## config.mk

```make
export PLATFORM = sky130hd
export DESIGN_NAME = dlyresp_tx
export DESIGN_NICKNAME = d
export VERILOG_FILES = /design/src/rtl/dlyresp_pkg.sv /design/src/rtl/dlyresp_seq.sv /design/src/rtl/dlyresp_txreg.sv /design/src/rtl/dlyresp_tx.sv
export SDC_FILE = /design/constraint.sdc
export NUM_CORES = 1
export LEC_CHECK = 0
export ABC_AREA = 1
export BUFFER_PORTS_ARGS = -buffer_cell sky130_fd_sc_hd__buf_2
export CORE_MARGIN = 3
export CORE_UTILIZATION = 45
export CTS_CLUSTER_DIAMETER = 40
export DETAILED_ROUTE_END_ITERATION = 8
export HOLD_SLACK_MARGIN = 0.05
export PLACE_DENSITY = 0.72
export SLEW_MARGIN = 15
export SYNTH_ARGS = -nofsm -noshare
export SYNTH_HDL_FRONTEND = slang
export SYNTH_SLANG_ARGS = --single-unit
```

## constraint.sdc

```tcl
create_clock -name clk -period 1.9 [get_ports clk]
set_input_delay 0.285 -clock clk [delete_from_list [all_inputs] [get_ports clk]]
set_output_delay 0.285 -clock clk [all_outputs]
set_load 0.01 [all_outputs]
```

## src/rtl/dlyresp_pkg.sv

```systemverilog
package dlyresp_pkg;

   typedef enum logic [1:0] {
      PH_IDLE  = 2'd0,
      PH_DELAY = 2'd1,
      PH_BODY  = 2'd2
   } phase_e;

   function automatic int unsigned idx_width(input int unsigned len_w, input int unsigned tail);
      return $clog2((2 ** len_w) + tail + 2);
   endfunction

endpackage

```

## src/rtl/dlyresp_seq.sv

```systemverilog
module dlyresp_seq
   import dlyresp_pkg::*;
#(
   parameter int unsigned LEN_W   = 5,
   parameter int unsigned DLY_W   = 8,
   parameter int unsigned TAIL_XS = 4
) (
   input  logic             clk,
   input  logic             rst_n,
   input  logic             start_i,
   input  logic [DLY_W-1:0] delay_i,
   input  logic [LEN_W-1:0] len_i,
   input  logic             tx_rdy_i,
   input  logic             abort_i,
   output logic             start_acc_o,
   output logic             slot_o,
   output logic             sel_o,
   output logic             final_o,
   output logic             abort_hit_o,
   output logic [LEN_W-1:0] buf_addr_o
);
   localparam int unsigned IDX_W = idx_width(LEN_W, TAIL_XS);

   phase_e             phase_q;
   logic [DLY_W-1:0]   dly_q, dcnt_q, dcnt_nxt;
   logic [LEN_W-1:0]   len_q;
   logic [IDX_W-1:0]   idx_q, idx_nxt, len_ext, stop_lim;
   logic               active;

   always_comb begin
      active      = (phase_q != PH_IDLE);
      start_acc_o = !active && start_i;
      abort_hit_o = active && abort_i;
      slot_o      = active && tx_rdy_i && !abort_i;
      len_ext     = IDX_W'(len_q);
      stop_lim    = len_ext + IDX_W'(TAIL_XS);
      idx_nxt     = idx_q + 1'b1;
      dcnt_nxt    = dcnt_q + 1'b1;
      sel_o       = (phase_q == PH_BODY) && (idx_q < len_ext);
      final_o     = slot_o && (phase_q == PH_BODY) && (idx_nxt > stop_lim);
      buf_addr_o  = idx_q[LEN_W-1:0];
   end

   always_ff @(posedge clk) begin
      if (!rst_n) begin
         phase_q <= PH_IDLE;
         dly_q   <= '0;
         dcnt_q  <= '0;
         len_q   <= '0;
         idx_q   <= '0;
      end else if (start_acc_o) begin
         dly_q   <= delay_i;
         len_q   <= len_i;
         dcnt_q  <= '0;
         idx_q   <= '0;
         phase_q <= (delay_i == '0) ? PH_BODY : PH_DELAY;
      end else if (abort_hit_o) begin
         phase_q <= PH_IDLE;
      end else if (slot_o) begin
         case (phase_q)
            PH_DELAY: begin
               dcnt_q <= dcnt_nxt;
               if (dcnt_nxt == dly_q) phase_q <= PH_BODY;
            end
            PH_BODY: begin
               idx_q <= idx_nxt;
               if (final_o) phase_q <= PH_IDLE;
            end
            default: phase_q <= PH_IDLE;
         endcase
      end
   end

   // the lead-in counter never reaches the latched delay while in the delay phase
   assert_dcnt_bound_R2: assert property (@(posedge clk) disable iff (!rst_n)
      (phase_q == PH_DELAY) |-> (dcnt_q < dly_q));

   // the index never passes the stop limit while sending
   assert_idx_bound_R4: assert property (@(posedge clk) disable iff (!rst_n)
      (phase_q == PH_BODY) |-> (idx_q <= stop_lim));

   // a start during a run leaves the latched settings untouched
   assert_start_ignored_R7: assert property (@(posedge clk) disable iff (!rst_n)
      (active && start_i) |=> (len_q == $past(len_q) && dly_q == $past(dly_q)));

   // abort while active returns to idle
   assert_abort_ends_R5: assert property (@(posedge clk) disable iff (!rst_n)
      (active && abort_i) |=> (phase_q == PH_IDLE));

endmodule

```

## src/rtl/dlyresp_txreg.sv

```systemverilog
module dlyresp_txreg #(
   parameter int unsigned DATA_W = 8
) (
   input  logic              clk,
   input  logic              rst_n,
   input  logic              start_acc_i,
   input  logic              slot_i,
   input  logic              sel_i,
   input  logic              final_i,
   input  logic              abort_hit_i,
   input  logic [DATA_W-1:0] buf_data_i,
   output logic [DATA_W-1:0] tx_data_o,
   output logic              tx_vld_o,
   output logic              done_o
);

   always_ff @(posedge clk) begin
      if (!rst_n) begin
         tx_data_o <= '0;
         tx_vld_o  <= 1'b0;
         done_o    <= 1'b0;
      end else begin
         tx_vld_o <= slot_i;
         done_o   <= final_i || abort_hit_i;
         if (start_acc_i)
            tx_data_o <= '0;
         else if (slot_i)
            tx_data_o <= sel_i ? buf_data_i : '0;
      end
   end

   // a byte pulse only follows a taken slot
   assert_vld_needs_slot_R1: assert property (@(posedge clk) disable iff (!rst_n)
      tx_vld_o |-> $past(slot_i));

   // done lasts one cycle
   assert_done_pulse_R6: assert property (@(posedge clk) disable iff (!rst_n)
      done_o |=> !done_o);

   // slots outside the response carry zero
   assert_zero_fill_R4: assert property (@(posedge clk) disable iff (!rst_n)
      (slot_i && !sel_i) |=> (tx_data_o == '0));

   // accepted start clears the holding byte
   assert_preload_R10: assert property (@(posedge clk) disable iff (!rst_n)
      start_acc_i |=> (tx_data_o == '0));

endmodule

```

## src/rtl/dlyresp_tx.sv

```systemverilog
module dlyresp_tx #(
   parameter int unsigned DATA_W       = 8,
   parameter int unsigned LEN_W        = 5,
   parameter int unsigned DLY_W        = 8,
   parameter int unsigned TAIL_XS      = 4,
   parameter bit          DRAIN_ALWAYS = 1'b1
) (
   input  logic              clk,
   input  logic              rst_n,
   input  logic              start_i,
   input  logic [DLY_W-1:0]  delay_i,
   input  logic [LEN_W-1:0]  len_i,
   output logic [LEN_W-1:0]  buf_addr_o,
   input  logic [DATA_W-1:0] buf_data_i,
   input  logic              tx_rdy_i,
   output logic [DATA_W-1:0] tx_data_o,
   output logic              tx_vld_o,
   input  logic              abort_i,
   output logic              done_o,
   input  logic              rx_vld_i,
   output logic              rx_ack_o
);

   generate
      if (DATA_W < 1 || DATA_W > 64) begin : g_bad_data
         $error("DATA_W out of range");
      end
      if (LEN_W < 1 || LEN_W > 16) begin : g_bad_len
         $error("LEN_W out of range");
      end
      if (DLY_W < 1 || DLY_W > 32) begin : g_bad_dly
         $error("DLY_W out of range");
      end
      if (TAIL_XS > 1024) begin : g_bad_tail
         $error("TAIL_XS out of range");
      end
   endgenerate

   logic start_acc, slot, sel, final_slot, abort_hit;

   dlyresp_seq #(
      .LEN_W  (LEN_W),
      .DLY_W  (DLY_W),
      .TAIL_XS(TAIL_XS)
   ) u_seq (
      .clk        (clk),
      .rst_n      (rst_n),
      .start_i    (start_i),
      .delay_i    (delay_i),
      .len_i      (len_i),
      .tx_rdy_i   (tx_rdy_i),
      .abort_i    (abort_i),
      .start_acc_o(start_acc),
      .slot_o     (slot),
      .sel_o      (sel),
      .final_o    (final_slot),
      .abort_hit_o(abort_hit),
      .buf_addr_o (buf_addr_o)
   );

   dlyresp_txreg #(
      .DATA_W(DATA_W)
   ) u_txreg (
      .clk        (clk),
      .rst_n      (rst_n),
      .start_acc_i(start_acc),
      .slot_i     (slot),
      .sel_i      (sel),
      .final_i    (final_slot),
      .abort_hit_i(abort_hit),
      .buf_data_i (buf_data_i),
      .tx_data_o  (tx_data_o),
      .tx_vld_o   (tx_vld_o),
      .done_o     (done_o)
   );

   generate
      if (DRAIN_ALWAYS) begin : g_drain_comb
         assign rx_ack_o = rx_vld_i;
      end else begin : g_drain_reg
         logic ack_q;
         always_ff @(posedge clk) begin
            if (!rst_n) ack_q <= 1'b0;
            else        ack_q <= rx_vld_i && !ack_q;
         end
         assign rx_ack_o = ack_q;
         // registered drain never acknowledges twice in a row
         assert_drain_pace_R9: assert property (@(posedge clk) disable iff (!rst_n)
            rx_ack_o |=> !rx_ack_o);
      end
   endgenerate

endmodule

```

Word level (Yosys, flattened, before mapping). Index checks and enable logic that the tools add are counted.

Output and inout port bits: 16. ROM bits: 0. Memories: 0. Register bits: 39. RAM bits: 0. Logic and storage cells: 45. Latch bits: 0.

Multiply operators: 0. Shifts and indexed selects: 0. Order comparisons: 2. Add/sub/neg operators: 3. Reduce and logical (&&, ||, !) cells: 17. Mux-type cells: 8. Bitwise operators: 2. Eq/ne operators: 5. Divide/modulo/power cells: 0.

Operators by type and width (count): two-way mux 2 bit (6); AND reduction 3 bit (3); adder 8 x 1 -> 8 bit (second input constant) (1); equality test 8 bit (1); logical NOT 8 bit (1); two-way mux 8 bit (1); != test 4 x 2 -> 1 bit (second input constant) (2); logical AND 1 bit (7); adder 5 x 3 -> 6 bit (second input constant) (1); adder 6 x 1 -> 6 bit (second input constant) (1); > comparator 6 bit (1); less-than comparator 6 x 5 -> 1 bit (1); one-hot mux 2 bit (2 select lines) (1); nonzero test 3 bit (1); equality test 2 x 1 -> 1 bit (second input constant) (1); equality test 2 bit (second input constant) (1); logical NOT 1 bit (2); NOT 1 bit (2); nonzero test 2 bit (1); OR reduction 2 bit (1); logical OR 1 bit (1).

Longest topological paths before layout.
Depth in word-level cells: 10. Mapped depth: 17. Mapped depth without buffers: 17.

Cells and area by module. From an unflattened synthesis, not the netlist that was laid out.

Cell total of the unflattened synthesis: 313. Area total of the unflattened synthesis: 2215.9 um2.

By module, submodules not included: dlyresp_seq (instances 1, cells an instance 270, area each 1855.5 um2, sequential area each 580.6 um2); dlyresp_txreg (instances 1, cells an instance 42, area each 352.8 um2, sequential area each 200.2 um2); dlyresp_tx (instances 1, cells an instance 1, area each 7.5 um2, sequential area each 0.0 um2).

Worst setup path before layout. No wires, ideal clock.

Path type: register to register. From: register u_seq.idx_q[0]. To: register u_seq.phase_q[0]. Period minus slack after synthesis: 1.991 ns. Data arrival time: 1.876 ns. Data required time: 1.785 ns. Path slack: -0.091 ns. Cell stages (with the launch flop): 17. Library setup time: 0.115 ns. Cell sequence: dfxtp_1 ha_1 nand3_1 xor2_1 inv_1 ha_1 nand2_1 nor2_1 nand2_1 nor2_1 nor2_1 nand2_1 nand2_1 nand2_1 nand2_2 a21oi_1 nor2_1.

Longest elaborated chain between the ends: 5.

Ends and longest elaborated chain: start, declared (line dlyresp_seq.sv:27) `logic [IDX_W-1:0] idx_q, idx_nxt, len_ext, stop_lim;`; start signal, assigned (line dlyresp_seq.sv:66) `idx_q <= idx_nxt;`; adder 6 x 1 -> 6 bit (line dlyresp_seq.sv:37) `idx_nxt = idx_q + 1'b1;`; via u_seq.idx_nxt[4] (line dlyresp_seq.sv:27); > comparator 6 bit (line dlyresp_seq.sv:40) `final_o = slot_o && (phase_q == PH_BODY) && (idx_nxt > stop_lim);`; logical AND 1 bit (line dlyresp_seq.sv:40); != test 4 x 2 -> 1 bit (no line); AND reduction 3 bit (no line); end signal, assigned (line dlyresp_seq.sv:56) `phase_q <= (delay_i == '0) ? PH_BODY : PH_DELAY;`; end, declared (line dlyresp_seq.sv:24) `phase_e phase_q;`.

The timed path passes the listed nets, and every way through them passes these cells. A chain may end at the register's enable or synchronous reset.

Worst setup path after layout.
From: register u_seq.idx_q[2]. To: register u_seq.phase_q[0].

Same word-level chain as after synthesis.

==> impl_metrics.py <==
metrics = {
    "place": {
        "numPortBuffers": 40,
        "preCtsSetupSlack_ps": -163,
        "dpl.hpwl_um": 3750,
        "place.gp.congestion": 0.892,
    },
    "critical_path": {
        "rr_startpoint": "u_seq.idx_q[2]",
        "worst_path_most_repeated_cell": "nand2_1",
        "path_class": "reg2reg",
        "endpoint_kind": "flop",
        "cpMaxStageDelayCell": "dfxtp_4",
        "critPathLaunch": "u_seq.idx_q[2]",
        "critPathRequiredTime_ps": 2090,
        "cp_cell_sequence": "nand3_4 -> nor2_4 -> nand2_4 -> xor2_4 -> ha_4 -> nand2_4 -> nor2_4 -> nand2_1 -> nor2_1 -> nor2_1 -> nand2_1 -> nand2_1 -> nand2_1 -> nand2_2 -> a21oi_2 -> nor2_1",
        "crit_path_max_incr_delay_ps": 390,
        "worstPathMaxFanout": 5,
        "critPathLaunchType": "flop",
        "cp.arrival_ps": 2240,
    },
    "detailed_routing": {
        "dr_wl_met2_um": 2460,
        "vias_per_cell": 5.10,
        "top_layer_used": "met4",
        "firstDrtPassIters": 4,
        "post_drt_wl_per_cell_um": 12.6,
        "vias": 2110,
        "drt_iter0_markers": 88,
        "ant_nets": 0,
        "drt-met1-wl_um": 2370,
        "remaining_drc_errors": 0,
        "drt-total-wl_um": 5210,
        "wl_met3_um": 245,
    },
    "die": {
        "die-area_um2": 5650,
        "core_um2": 4470,
        "rows": 24,
        "initial_core_util_pct": 48.1,
        "die_y_um": 75.2,
        "num_io_pins": 43,
        "die_w_um": 75.2,
    },
    "sta": {
        "slew_headroom_pct": 72.4,
        "tightestPinTransition_ps": 413,
        "max_freq_ghz": 0.489,
        "setup_viol": 2,
        "period_minus_slack_ps": 2040,
        "holdWs_ps": 231,
        "tns_ps": -285,
        "slew_viol_final": 0,
        "timing.final.crit_share_pct": 108,
        "setup_slack_ps": -143,
        "finalHoldViolCount": 0,
        "clock_skew_ps": 4.50,
        "rsz0062_at_grt": "yes",
    },
    "cells_and_area": {
        "fin_util_pct": 63.1,
        "area_growth_pct": 31.1,
        "layout-drive-gt1-share_pct": 26.8,
        "layout_common_cells": "nand2_1 (54), buf_2 (40), inv_1 (38)",
        "fin_nets": 402,
        "layout_commonest_cell": "nand2_1",
        "antenna_cells": 0,
        "fillCellCount": 384,
    },
    "yosys": {
        "avgSynthCellArea_um2": 6.97,
        "synth_cell_types": 24,
        "netlist_instances": 309,
        "yosysSeqAreaShare_pct": 36.3,
        "ys_warn_count": 0,
        "synth_nets": 350,
        "syn-cell-area_um2": 2150,
        "synth_seq_cells": 39,
    },
    "pwr": {
        "p_per_area_nw_per_um2": 1000,
        "leakagePower_nw": 1.30,
        "vdd_drop_max_uv": 451,
    },
    "clock_network": {
        "numCtsBuffers": 5,
        "cts.sinks": 39,
        "clkSlewWorstSetupHoldPaths_ps": 80,
        "cts_root_buf": "clkbuf_8",
        "cts_tree": "yes",
        "clk_latency_ps": 290,
        "cts_max_path_buffers": 2,
        "h-tree-depth": 2,
    },
    "min_path": {
        "min_from": "buf_data_i[1]",
        "hp-class": "in2reg",
    },
    "global_routing": {
        "grt_max_degree": 24,
        "grt_pass1_wl_um": 8420,
        "grt_pass1_vias": 1933,
        "grt-ovfl-total": 0,
        "grtUsageTotal_pct": 19.4,
        "antenna_found_initial": 0,
    },
    "run": {
        "cap_violations": 0,
    },
    "status": {
        "status": "finished, violations left",
        "violations": "negative setup slack",
    },
}
-- final timing paths --
check                                            end  cells past startpoint  slack [ps]
worst max-delay path                u_seq.phase_q[0]                     16        -140
worst min register to register        u_seq.dly_q[7]                      2         470
worst min-delay path            u_txreg.tx_data_o[1]                      3         230
worst max register to register      u_seq.phase_q[0]                     16        -140
-- cells in the mapped netlist --
| master | number | area share (%) |
|---|---|---|
| inv_1 | 39 | 6.8 |
| inv_2 | 2 | 0.35 |
| nor3_4 | 1 | 0.76 |
| and2_0 | 1 | 0.29 |
| xor2_1 | 5 | 2.0 |
| nand2_2 | 2 | 0.58 |
| buf_2 | 1 | 0.23 |
| o211ai_1 | 3 | 1.0 |
| nor2_1 | 32 | 5.6 |
| a211oi_1 | 1 | 0.35 |
| or2_2 | 1 | 0.29 |
| clkbuf_1 | 5 | 0.87 |
| nor4_1 | 3 | 0.87 |
| ha_1 | 14 | 8.1 |
| nor2_2 | 3 | 0.87 |
| o21ai_0 | 32 | 7.4 |
| dfxtp_1 | 39 | 36 |
| o21bai_1 | 3 | 1.0 |
| a21oi_1 | 35 | 8.1 |
| buf_4 | 6 | 2.1 |
| nand2_1 | 57 | 9.9 |
| xnor2_1 | 2 | 0.81 |
| nand3_1 | 21 | 4.9 |
| nand3b_1 | 1 | 0.35 |
-- registers in the layout (all words and copies together) (netlist names) --
signal	flops
u_seq.dcnt_q	8
u_seq.dly_q	8
u_txreg.tx_vld_o	1
u_seq.idx_q	6
u_seq.phase_q	2
u_txreg.done_o	1
u_seq.len_q	5
u_txreg.tx_data_o	8
-- cells by family (layout without fill, tap and decap cells) --
family          Yosys count  after routing  share of synthesized area [%]
compound gates           74             74                           18.0
xor+xnor                  7              7                           2.85
fa+ha+maj                14             14                           8.13
buf+inv                  53            106                           10.3
flops                    39             39                           36.3
simple gates            122            122                           24.4
-- routing by layer --
| layer | GRT usage (%) | vias to the layer above |
|---|---|---|
| li1 | - | 1104 |
| met5 | 0 | - |
| met1 | 25.2 | 943 |
| met4 | 6.60 | 0 |
| met2 | 31.6 | 52 |
| met3 | 4.54 | 11 |
-- power by group --
| part | leakage, nW | switching (W) | total, W | internal (W) |
|---|---|---|---|---|
| logic | 0.919 | 0.000611 | 0.00100 | 0.000391 |
| clock network | 0.0636 | 0.000299 | 0.000771 | 0.000472 |
| registers | 0.322 | 0.0000981 | 0.00106 | 0.000960 |
| total | 1.30 | 0.00101 | 0.00283 | 0.00182 |
-- stage by stage --
step / instance area [um2] / std cells / total power (W)
floorplan: 2180 / 309 / 0.00171
finish: 2820 / 414 / 0.00283
global placement: 2480 / 403 / 0.00196
global route: 2820 / 414 / 0.00303
CTS: 2650 / 413 / 0.00276
detailed placement: 2480 / 403 / 0.00198
-- critical path: cells and delay by family (launching register included) --
family,cells,cell delay (ps)
XOR/XNOR,1,170
flip-flops,1,390
AND/OR/NAND/NOR,13,960
AO/OA/AOI/OAI,1,120
adder cells (fa/ha/maj),1,300
-- timing repair --
action                     CTS  global route
setup endpoints to repair   10             8
hold buffers                 0             0
gates resized for setup      8            26
buffers inserted             2             1
pin swaps                    0             6
-- area by class of cell --
type	instances	area (um2)	area share (%)
Clock buffer	7	97.6	3.46
Clock inverter	1	30.0	1.06
Inverter	41	154	5.45
Multi-Input combinational cell	217	1350	47.8
Sequential cell	39	796	28.2
Tap cell	52	65.1	2.30
Timing Repair Buffer	57	332	11.7
Power figures use the tool's default switching activity.
